$ cat src/rtl/uart_mdm_loopback.sv
module uart_mdm_loopback #(
  parameter int DW          = 8,
  parameter int SYNC_STAGES = 2
) (
  input  logic          clk,
  input  logic          rst_n,
  input  logic          ctl_wr,
  input  logic          ctl_lbe,
  input  logic [3:0]    ctl_mdm,
  input  logic          brk_level,
  input  logic [3:0]    ext_mdm,
  input  logic          tx_wr,
  input  logic [DW-1:0] tx_data,
  input  logic          ext_rx_valid,
  input  logic [DW-1:0] ext_rx_data,
  input  logic          ext_rx_break,
  input  logic          rx_space,
  output logic [3:0]    mdm_flags,
  output logic [3:0]    ms_int,
  output logic          push_valid,
  output logic [DW-1:0] push_data,
  output logic          push_break
);
  localparam int LAST = SYNC_STAGES - 1;

  logic                        lbe_q;
  logic [3:0]                  mdm_q;
  logic                        brk_q;
  logic [SYNC_STAGES-1:0][3:0] sync_q;

  always_ff @(posedge clk) begin
    if (!rst_n) begin
      lbe_q  <= 1'b0;
      mdm_q  <= '0;
      ms_int <= '0;
    end else if (ctl_wr) begin
      lbe_q <= ctl_lbe;
      mdm_q <= ctl_mdm;
      if (ctl_lbe) ms_int <= ctl_mdm;
    end
  end

  always_ff @(posedge clk) begin
    if (!rst_n) begin
      sync_q <= '0;
      brk_q  <= 1'b0;
    end else begin
      sync_q <= {sync_q[SYNC_STAGES-2:0], ext_mdm};
      brk_q  <= brk_level;
    end
  end

  assign mdm_flags = lbe_q ? mdm_q : sync_q[LAST];

  logic          take_tx, take_brk, take_ext, src_valid, src_break;
  logic [DW-1:0] src_data;

  assign take_tx   = lbe_q & tx_wr;
  assign take_brk  = lbe_q & brk_level & ~brk_q & ~tx_wr;
  assign take_ext  = ~lbe_q & ext_rx_valid;
  assign src_valid = take_tx | take_brk | take_ext;
  assign src_break = take_brk | (take_ext & ext_rx_break);
  assign src_data  = take_tx  ? tx_data :
                     take_ext ? ext_rx_data : '0;

  always_ff @(posedge clk) begin
    if (!rst_n) begin
      push_valid <= 1'b0;
      push_data  <= '0;
      push_break <= 1'b0;
    end else if (src_valid && rx_space) begin
      push_valid <= 1'b1;
      push_data  <= src_data;
      push_break <= src_break;
    end else begin
      push_valid <= 1'b0;
      push_data  <= '0;
      push_break <= 1'b0;
    end
  end
endmodule

$ cat config.mk
export PLATFORM = sky130hd
export DESIGN_NAME = uart_mdm_loopback
export DESIGN_NICKNAME = d
export VERILOG_FILES = /design/src/rtl/uart_mdm_loopback.sv
export SDC_FILE = /design/constraint.sdc
export NUM_CORES = 1
export LEC_CHECK = 0
export ABC_AREA = 1
export BUFFER_PORTS_ARGS = -buffer_cell sky130_fd_sc_hd__buf_4
export CAP_MARGIN = 20
export CORE_MARGIN = 3
export CORE_UTILIZATION = 48
export DETAILED_ROUTE_END_ITERATION = 12
export MAX_ROUTING_LAYER = met4
export PLACE_DENSITY = 0.82
export SYNTH_ARGS = -nofsm -noshare
export SYNTH_HDL_FRONTEND = slang
export SYNTH_SLANG_ARGS = --single-unit
$ cat constraint.sdc
create_clock -name clk -period 2.3 [get_ports clk]
set_input_delay 0.115 -clock clk [delete_from_list [all_inputs] [get_ports clk]]
set_output_delay 0.115 -clock clk [all_outputs]
set_load 0.02 [all_outputs]
==> run_results.csv, run 1 <==
group,metric,value,unit
outcome,status,"completed",
placement,place_congestion,0.7489,
layout,layout.nets,240,
power_and_ir_drop,p_comb_share,15.5,%
timing,setup_ws,0.7544,ns
worst_setup_path,crit_path_start_kind,"flop",
worst_setup_path,worstPathMaxFanout,9,
route,vias_per_cell,4.511,
clock_network,cts_tree,"done",
floorplanning,initial_utilization,52.76,%
timing,worst_pin_slew,0.4853,ns
layout,final_common_cell,"nand2_1",
global_route,grt_pass1_vias,941,
route,drc_errors,0,
synthesis,yosys-top-cells-area,"dfxtp_1 (52%), nand2_1 (18%), nor2_1 (9.1%)",
global_route,grt_max_degree,20,
clock_network,h-tree-depth,1,
synthesis,ys_seq_area_share,52.03,%
global_route,grt_util_all_layers,19.63,%
power_and_ir_drop,p_total,0.9925,mW
layout,fin_util,77.27,%
clock_network,cts_setup_buffers,0,
synthesis,synth-xor-area-share,0,%
placement,dp_hpwl,1.792,mm
worst_setup_path,critical_path_class,"flop to primary output",
route,antenna_left,0,
synthesis,synth_area_per_cell,7.230,um2
clock_network,insertion_delay,0.32,ns
worst_setup_path,cp-end-kind,"primary output",
synthesis,synth-seq-cells,28,
route,totalWireLength,2.472,mm
clock_network,clkTransAtPathRegs,0.15,ns
timing,fmax,0.6470,GHz
clock_network,cts.sinks,28,
route,drtIter0Drc,18,
clock_network,cts_resized,0,
synthesis,yosys.area_share.simple,32.29,%
worst_setup_path,critPathArrivalTime,1.43,ns
floorplanning,die_h,53.38,um
clock_network,cts-root-buf,"clkbuf_4",
timing,rsz0062_at_grt,"false",
route,drtPass1Iterations,4,
placement,dp.cells,223,
synthesis,yosys.cell_types.count,13,
timing,holdWs,0.02136,ns
synthesis,synth_top_area_share,52.03,%
flow_run,maxCapViolations,0,
placement,post_dp_cell_area,0.001465,mm2
floorplanning,die_x,53.38,um
layout,final_cell_mix,"nand2_1 (52), buf_4 (50), dfxtp_1 (28), nor2_1 (26), inv_1 (25)",
synthesis,synth_fa_ha_area_share,0,%
layout,drive_gt1_share,29.13,%
synthesis,synth_top_family_by_area,"simple AND/OR/NAND/NOR gates",
placement,port_buffers,50,
route,vias,1051,
global_route,overflow,0,
floorplanning,core,0.002042,mm2
global_route,grt_pass1_wl,3.988,mm
synthesis,yosysWarnings,0,
synthesis,synth-compound-area-share,4.413,%
layout,stdcell_count,233,
timing,finalHoldViolations,0,
timing,period_share,67.20,%
layout,finalInstanceArea,0.001578,mm2
synthesis,synth.largest_area_cell,"dfxtp_1",
synthesis,synth_area,0.001077,mm2
power_and_ir_drop,vdd_ir_drop_max,0.0003832,V
timing,slew_headroom,67.60,%
timing,slew_violations,0,
route,detail_route.wl_per_cell,10.61,um
timing,fin_crit,1.546,ns
timing,setup_viol,0,
timing,fin_skew,0.0007677,ns
placement,pre_cts_slack,1.101,ns
floorplanning,ioPinCount,51,
power_and_ir_drop,internal_power,0.7617,mW
global_route,antenna_found_initial,0,
power_and_ir_drop,switching_power,0.2308,mW
clock_network,clock_path_buffers,2,
worst_hold_path,hold_class,"input port to flop",
floorplanning,rows,16,
power_and_ir_drop,power_frac_seq,52.2,%
power_and_ir_drop,leakagePower,0.9053,nW
power_and_ir_drop,powerDensity,629.1,mW/mm2
synthesis,synth_mux_area_share,0,%
synthesis,syn_nets,182,
layout,syn2layout_area_growth,46.46,%
power_and_ir_drop,switching_share,23.25,%
clock_network,numCtsBuffers,3,
power_and_ir_drop,clkPwrFrac,32.2,%
floorplanning,dieArea,0.002849,mm2
timing,fin_tns_setup,0,ns
synthesis,syn_inst,149,
layout,diodes,0,
worst_setup_path,required,2.18,ns
==> area by class of cell <==
type,count,area [um2]
fillers,153,464.2
repair buffers,56,435.4
multi-input cells,92,395.4
well taps,27,33.78
clock inverters,1,30.03
flip-flops and latches,28,560.5
clock buffers,3,22.52
inverters,26,100.1
==> sequential cells by signal (all words and copies together), names as in the netlist <==
| signal | count |
|---|---|
| brk_q | 1 |
| sync_q | 8 |
| ms_int | 4 |
| push_break | 1 |
| push_data | 8 |
| lbe_q | 1 |
| push_valid | 1 |
| mdm_q | 4 |
==> final timing paths <==
check                           cells past startpoint      endpoint  slack (ns)  startpoint
worst max-delay path                                4  mdm_flags[3]        0.75       lbe_q
worst min-delay path                                3      mdm_q[3]        0.02  ctl_mdm[3]
worst max register to register                      6  push_data[6]        1.04       lbe_q
worst min register to register                      2     sync_q[4]        0.43   sync_q[0]
==> cell usage after synthesis, drive strengths merged <==
master / number
o21ai: 8
inv: 26
a21boi: 1
nor2: 28
nand2: 55
dfxtp: 28
buf: 3
==> what timing repair did <==
action | 4_1_cts | 5_1_grt
hold endpoints to repair | 6 | 0
endpoints found under the setup margin | 0 | 0
hold buffers | 6 | 0
==> power by group through the flow <==
stage	combinational [mW]	clock, mW	sequential (mW)
detailed placement	0.145	0	0.529
global placement	0.141	0	0.528
global route	0.172	0.339	0.521
CTS	0.155	0.329	0.519
floorplan	0.0663	0	0.535
finish	0.154	0.320	0.518
==> worst max-delay path, stage by stage (launching register included) <==
cell	delay [ns]
dfxtp_1	0.65
inv_1	0.16
nand2_1	0.09
nand2_1	0.05
buf_4	0.15
==> cells by family after synthesis <==
| group | after synthesis |
|---|---|
| buffers and inverters | 29 |
| AOI/OAI and AO/OA | 9 |
| and+or+nand+nor | 83 |
| DFF | 28 |
==> metal layers <==
metal  wire length, um  vias up  track usage, %
met5                 0        -               -
met4                42        0           10.21
met3               113        6           3.099
met2              1386       26           33.88
met1               929      476           21.51
li1                  -      543               -
Note: power is estimated with default switching activity, not from simulation.
==> run 2, diff against run 1 <==
- CORE_UTILIZATION: 48 -> 44
- PLACE_DENSITY: 0.82 -> 0.76
- clock period: 2.3 -> 1.5 ns (I/O delays scaled with it)
==> run_results.csv, run 2 (synthesis gave the netlist of run 1 again) <==
group,metric,value,unit
power_and_ir_drop,powerDensity,944.3,mW/mm2
worst_setup_path,endpoint,"mdm_flags[0]",
worst_setup_path,worstPathMaxFanout,9,
flow_run,maxCapViolations,0,
route,drtIter0Drc,8,
global_route,grt_most_used_layer,"met2",
global_route,grt_pass1_vias,924,
timing,rsz0062_at_grt,"false",
timing,fin_crit,1.319,ns
worst_setup_path,cp_num_cells,4,
timing,slew_headroom,83.26,%
clock_network,h-tree-depth,1,
worst_setup_path,crit_family,"flip-flops",
worst_setup_path,cp-end-kind,"primary output",
worst_setup_path,critical_path_class,"flop to primary output",
floorplanning,core,0.002276,mm2
layout,layout.nets,243,
route,drtPass1Iterations,2,
clock_network,cts.sinks,28,
timing,finalHoldViolations,0,
worst_setup_path,reg2reg_from,"lbe_q",
clock_network,clock_path_buffers,2,
route,drc_errors,0,
clock_network,insertion_delay,0.33,ns
worst_setup_path,crit_chain,"inv_1, nand2_1, nand2_1, buf_4",
placement,dp_hpwl,1.713,mm
floorplanning,dieArea,0.003078,mm2
layout,final_cell_mix,"nand2_1 (52), buf_4 (50), dfxtp_1 (27), nor2_1 (26), inv_1 (25)",
worst_setup_path,max_stage_delay,0.50,ns
global_route,overflow,0,
timing,fin_tns_setup,0,ns
timing,setup_viol,0,
global_route,grt_util_all_layers,16.59,%
timing,worst_pin_slew,0.2512,ns
timing,fmax,0.7579,GHz
timing,slew_violations,0,
timing,fin_skew,0.002493,ns
worst_setup_path,reg2reg_depth,6,
global_route,grt_pass1_wl,3.967,mm
floorplanning,ioPinCount,51,
worst_setup_path,required,1.42,ns
worst_setup_path,crit_buf_inv,2,
layout,diodes,0,
floorplanning,rows,17,
global_route,grt_max_degree,20,
worst_setup_path,cp-startpoint,"lbe_q",
layout,nFillCells,182,
worst_setup_path,critPathArrivalTime,1.24,ns
layout,syn2layout_area_growth,49.48,%
worst_setup_path,r2r_setup_slack,0.46,ns
power_and_ir_drop,vdd_ir_drop_max,0.0007160,V
global_route,use_met1,17.75,%
worst_hold_path,hold_class,"input port to flop",
worst_setup_path,timing.rr.end,"push_data[0]",
floorplanning,initial_utilization,47.33,%
clock_network,cts_tree,"done",
floorplanning,die_x,55.48,um
layout,final_common_cell,"nand2_1",
placement,port_buffers,50,
worst_setup_path,slowest_stage,"dfxtp_2",
layout,finalInstanceArea,0.001610,mm2
layout,top_regs,"push_data: 8 flops, sync_q: 8 flops",
layout,drive_gt1_share,29.19,%
route,detail_route.wl_per_cell,9.662,um
route,vias,998,
clock_network,cts-root-buf,"clkbuf_4",
power_and_ir_drop,leakagePower,0.9182,nW
global_route,use_met2,29.39,%
placement,place_congestion,0.7464,
route,vias_per_cell,4.211,
route,totalWireLength,2.290,mm
clock_network,clkTransAtPathRegs,0.14,ns
worst_setup_path,crit_path_start_kind,"flop",
placement,post_dp_cell_area,0.001466,mm2
floorplanning,die_h,55.48,um
global_route,antenna_found_initial,0,
clock_network,numCtsBuffers,3,
timing,period_share,87.96,%
route,antenna_left,0,
global_route,met3_usage,5.374,%
worst_setup_path,crit_path_frequent_cell,"nand2_1",
outcome,status,"completed",
## run 2: cell types whose count changed in the layout (fill, tap and decap cells not counted), sizes merged
cell and change:
dlygate4sd3 +3
## run 2: where the power goes
| part | switching (mW) | internal, mW |
|---|---|---|
| sequential | 0.0166 | 0.778 |
| combinational | 0.115 | 0.125 |
| clock | 0.216 | 0.271 |
## run 2: stage by stage
stage / instances / setup WS, ns / util, % / power (mW) / hold slack (ns)
2_1_floorplan: 149 / 0.5676 / - / 0.9223 / 0.1685
3_3_place_gp: 224 / 0.3921 / 64.43 / 1.028 / 0.2572
3_5_place_dp: 224 / 0.3194 / 64.43 / 1.033 / 0.2609
4_1_cts: 237 / 0.1649 / 70.75 / 1.539 / 0.01771
5_1_grt: 237 / 0.05888 / 70.75 / 1.604 / 0.02053
6_report: 237 / 0.1806 / 70.75 / 1.521 / 0.02495
## run 2: worst min-delay path by stage
stage	endpoint	depth (start not counted)	from	slack (ns)
3_3_place_gp	sync_q[3]	3	ext_mdm[3]	0.26
4_1_cts	mdm_q[0]	3	ctl_wr	0.02
5_1_grt	brk_q	3	rst_n	0.02
6_report	mdm_q[0]	3	ctl_wr	0.02
2_1_floorplan	brk_q	2	brk_level	0.17
3_5_place_dp	sync_q[2]	3	ext_mdm[2]	0.26
## run 2: metal layers
metal / wire [um] / up-vias / part of all wire [%]
li1: - / 550 / -
met1: 916 / 425 / 40
met2: 1238 / 18 / 54
met3: 112 / 5 / 4.9
met4: 23 / 0 / 1.0
met5: 0 / - / 0
## run 2: worst register-to-register path, cell delays in order (launching register included)
cell     delay, ns
dfxtp_2       0.50
nand2_1       0.08
inv_1         0.06
nand2_1       0.07
nand2_2       0.09
nand2_4       0.09
nor2_1        0.10
## run 2: area by class of cell
class	instances	area (um2)	area share (%)
Sequential cell	28	561.8	34.89
Timing Repair Buffer	59	465.4	28.90
Tap cell	28	35.03	2.176
Multi-Input combinational cell	92	395.4	24.55
Clock buffer	3	22.52	1.399
Inverter	26	100.1	6.216
Clock inverter	1	30.03	1.865
## run 2: repair_timing
item / 4_1_cts / 5_1_grt
hold buffers: 9 / 0
resized for setup: 1 / 0
setup endpoints to repair: 3 / 0
hold endpoints to repair: 11 / 0
buffers inserted: 0 / 0
==> run 3, diff against run 2 <==
- BUFFER_PORTS_ARGS: -buffer_cell sky130_fd_sc_hd__buf_4 -> default
- CORE_UTILIZATION: 44 -> 55
- DONT_BUFFER_PORTS: default -> 1
- PLACE_DENSITY: 0.76 -> 0.7
==> run_results.csv, run 3 (synthesis gave the netlist of run 1 again) <==
group,metric,value,unit
route,totalWireLength,2.508,mm
timing,fin_tns_setup,0,ns
worst_setup_path,critPathArrivalTime,1.51,ns
layout,stdcell_count,203,
worst_setup_path,required,1.73,ns
layout,drive_gt1_share,5.618,%
timing,slew_headroom,63.77,%
placement,port_buffers,0,
route,antenna_left,0,
floorplanning,ioPinCount,51,
clock_network,numCtsBuffers,3,
placement,dp_hpwl,1.428,mm
route,vias,963,
timing,worst_pin_slew,0.5435,ns
layout,nFillCells,138,
worst_setup_path,cp-end-kind,"flop",
route,drc_errors,0,
timing,rsz0062_at_grt,"false",
worst_setup_path,max_stage_delay,0.60,ns
worst_setup_path,slowest_stage,"dlygate4sd3_1",
layout,fin_util,78.74,%
flow_run,maxCapViolations,0,
floorplanning,die_h,50.26,um
worst_setup_path,r2r_setup_slack,0.43,ns
route,drtPass1Iterations,4,
floorplanning,rows,15,
power_and_ir_drop,vdd_ir_drop_max,0.0008826,V
clock_network,h-tree-depth,1,
global_route,antenna_found_initial,0,
clock_network,clock_path_buffers,2,
worst_setup_path,worstPathMaxFanout,5,
route,vias_per_cell,4.744,
route,drtIter0Drc,16,
power_and_ir_drop,p_total,1.288,mW
global_route,grt_max_degree,19,
clock_network,clkTransAtPathRegs,0.14,ns
timing,period_share,85.43,%
timing,holdWs,0.02513,ns
clock_network,cts-root-buf,"clkbuf_4",
clock_network,cts_tree,"done",
layout,top_regs,"push_data: 8 flops, sync_q: 8 flops",
timing,fin_skew,0.007434,ns
layout,diodes,0,
timing,slew_violations,0,
worst_setup_path,crit_path_start_kind,"input port",
timing,fin_crit,1.281,ns
layout,syn2layout_area_growth,30.31,%
placement,dp.cells,171,
global_route,grt_pass1_vias,994,
layout,final_cell_mix,"nand2_1 (52), dlygate4sd3_1 (28), dfxtp_1 (27), nor2_1 (26), inv_1 (25)",
route,detail_route.wl_per_cell,12.35,um
floorplanning,dieArea,0.002526,mm2
global_route,overflow,0,
worst_setup_path,crit_chain,"dlygate4sd3_1, inv_1, nor2_1, dlygate4sd3_1, nor2_1",
worst_setup_path,crit_buf_inv,3,
timing,finalHoldViolations,0,
timing,fmax,0.7804,GHz
global_route,grt_util_all_layers,23.21,%
floorplanning,die_x,50.26,um
power_and_ir_drop,leakagePower,0.7465,nW
floorplanning,core,0.001783,mm2
clock_network,cts_setup_buffers,0,
placement,place_congestion,0.7234,
timing,setup_viol,0,
clock_network,insertion_delay,0.32,ns
global_route,grt_pass1_wl,4.215,mm
clock_network,cts.sinks,28,
worst_setup_path,crit_family,"buffers and inverters",
outcome,status,"completed",
layout,layout.nets,213,
layout,final_common_cell,"nand2_1",
worst_setup_path,critical_path_class,"input port to flop",
floorplanning,initial_utilization,60.42,%
power_and_ir_drop,powerDensity,917.3,mW/mm2
worst_hold_path,hold_class,"input port to flop",
## run 3: changes by cell type in the layout (fill, tap and decap cells not counted)
cell / before / now
dlygate4sd3_1: 9 / 28
bufinv_16: 1 / 0
buf_4: 50 / 0
dlymetal6s4s_1: 0 / 1
## run 3: area by class of cell
| type | count | area (um2) | share of cell area [%] |
|---|---|---|---|
| flip-flops and latches | 28 | 561.8 | 40.02 |
| multi-input cells | 92 | 395.4 | 28.16 |
| repair buffers | 29 | 292.8 | 20.86 |
| inverters | 26 | 100.1 | 7.130 |
| well taps | 25 | 31.28 | 2.228 |
| clock buffers | 3 | 22.52 | 1.604 |
## run 3: per-layer routing
| metal | wire (um) | global-route usage [%] | vias up |
|---|---|---|---|
| li1 | - | - | 488 |
| met1 | 950 | 25.52 | 422 |
| met2 | 1336 | 39.57 | 45 |
| met3 | 153 | 4.748 | 8 |
| met4 | 68 | 11.52 | 0 |
| met5 | 0 | - | - |
## run 3: final timing paths
kind | startpoint | end | depth (start not counted)
max reg2reg | lbe_q | push_data[4] | 6
max | ctl_wr | mdm_q[2] | 5
min reg2reg | sync_q[0] | sync_q[4] | 2
min | ctl_wr | lbe_q | 2
## run 3: timing repair
item / in CTS / in global routing
endpoints found under the setup margin: 0 / 5
hold buffers: 29 / 0
hold endpoints to repair: 27 / 0
gates resized for setup: 0 / 2
## run 3: worst register-to-register path: stages, from the launching register on
cell	delay, ns
dfxtp_2	0.51
nand2_4	0.08
inv_4	0.11
nor2_2	0.05
nand2_2	0.07
nand2_4	0.08
nor2_1	0.11
## run 3: stage by stage
stage	area (um2)	setup WS, ns
after global routing	1404	0.1343
after global placement	1087	0.3862
after detailed placement	1087	0.3231
after CTS	1400	0.04907
after floorplan	1077	0.5676
final	1404	0.2186
## run 3: power breakdown
group | internal [mW] | switching, mW
sequential | 0.778 | 0.0357
combinational | 0.0856 | 0.0901
clock | 0.0941 | 0.204
total | 0.958 | 0.330
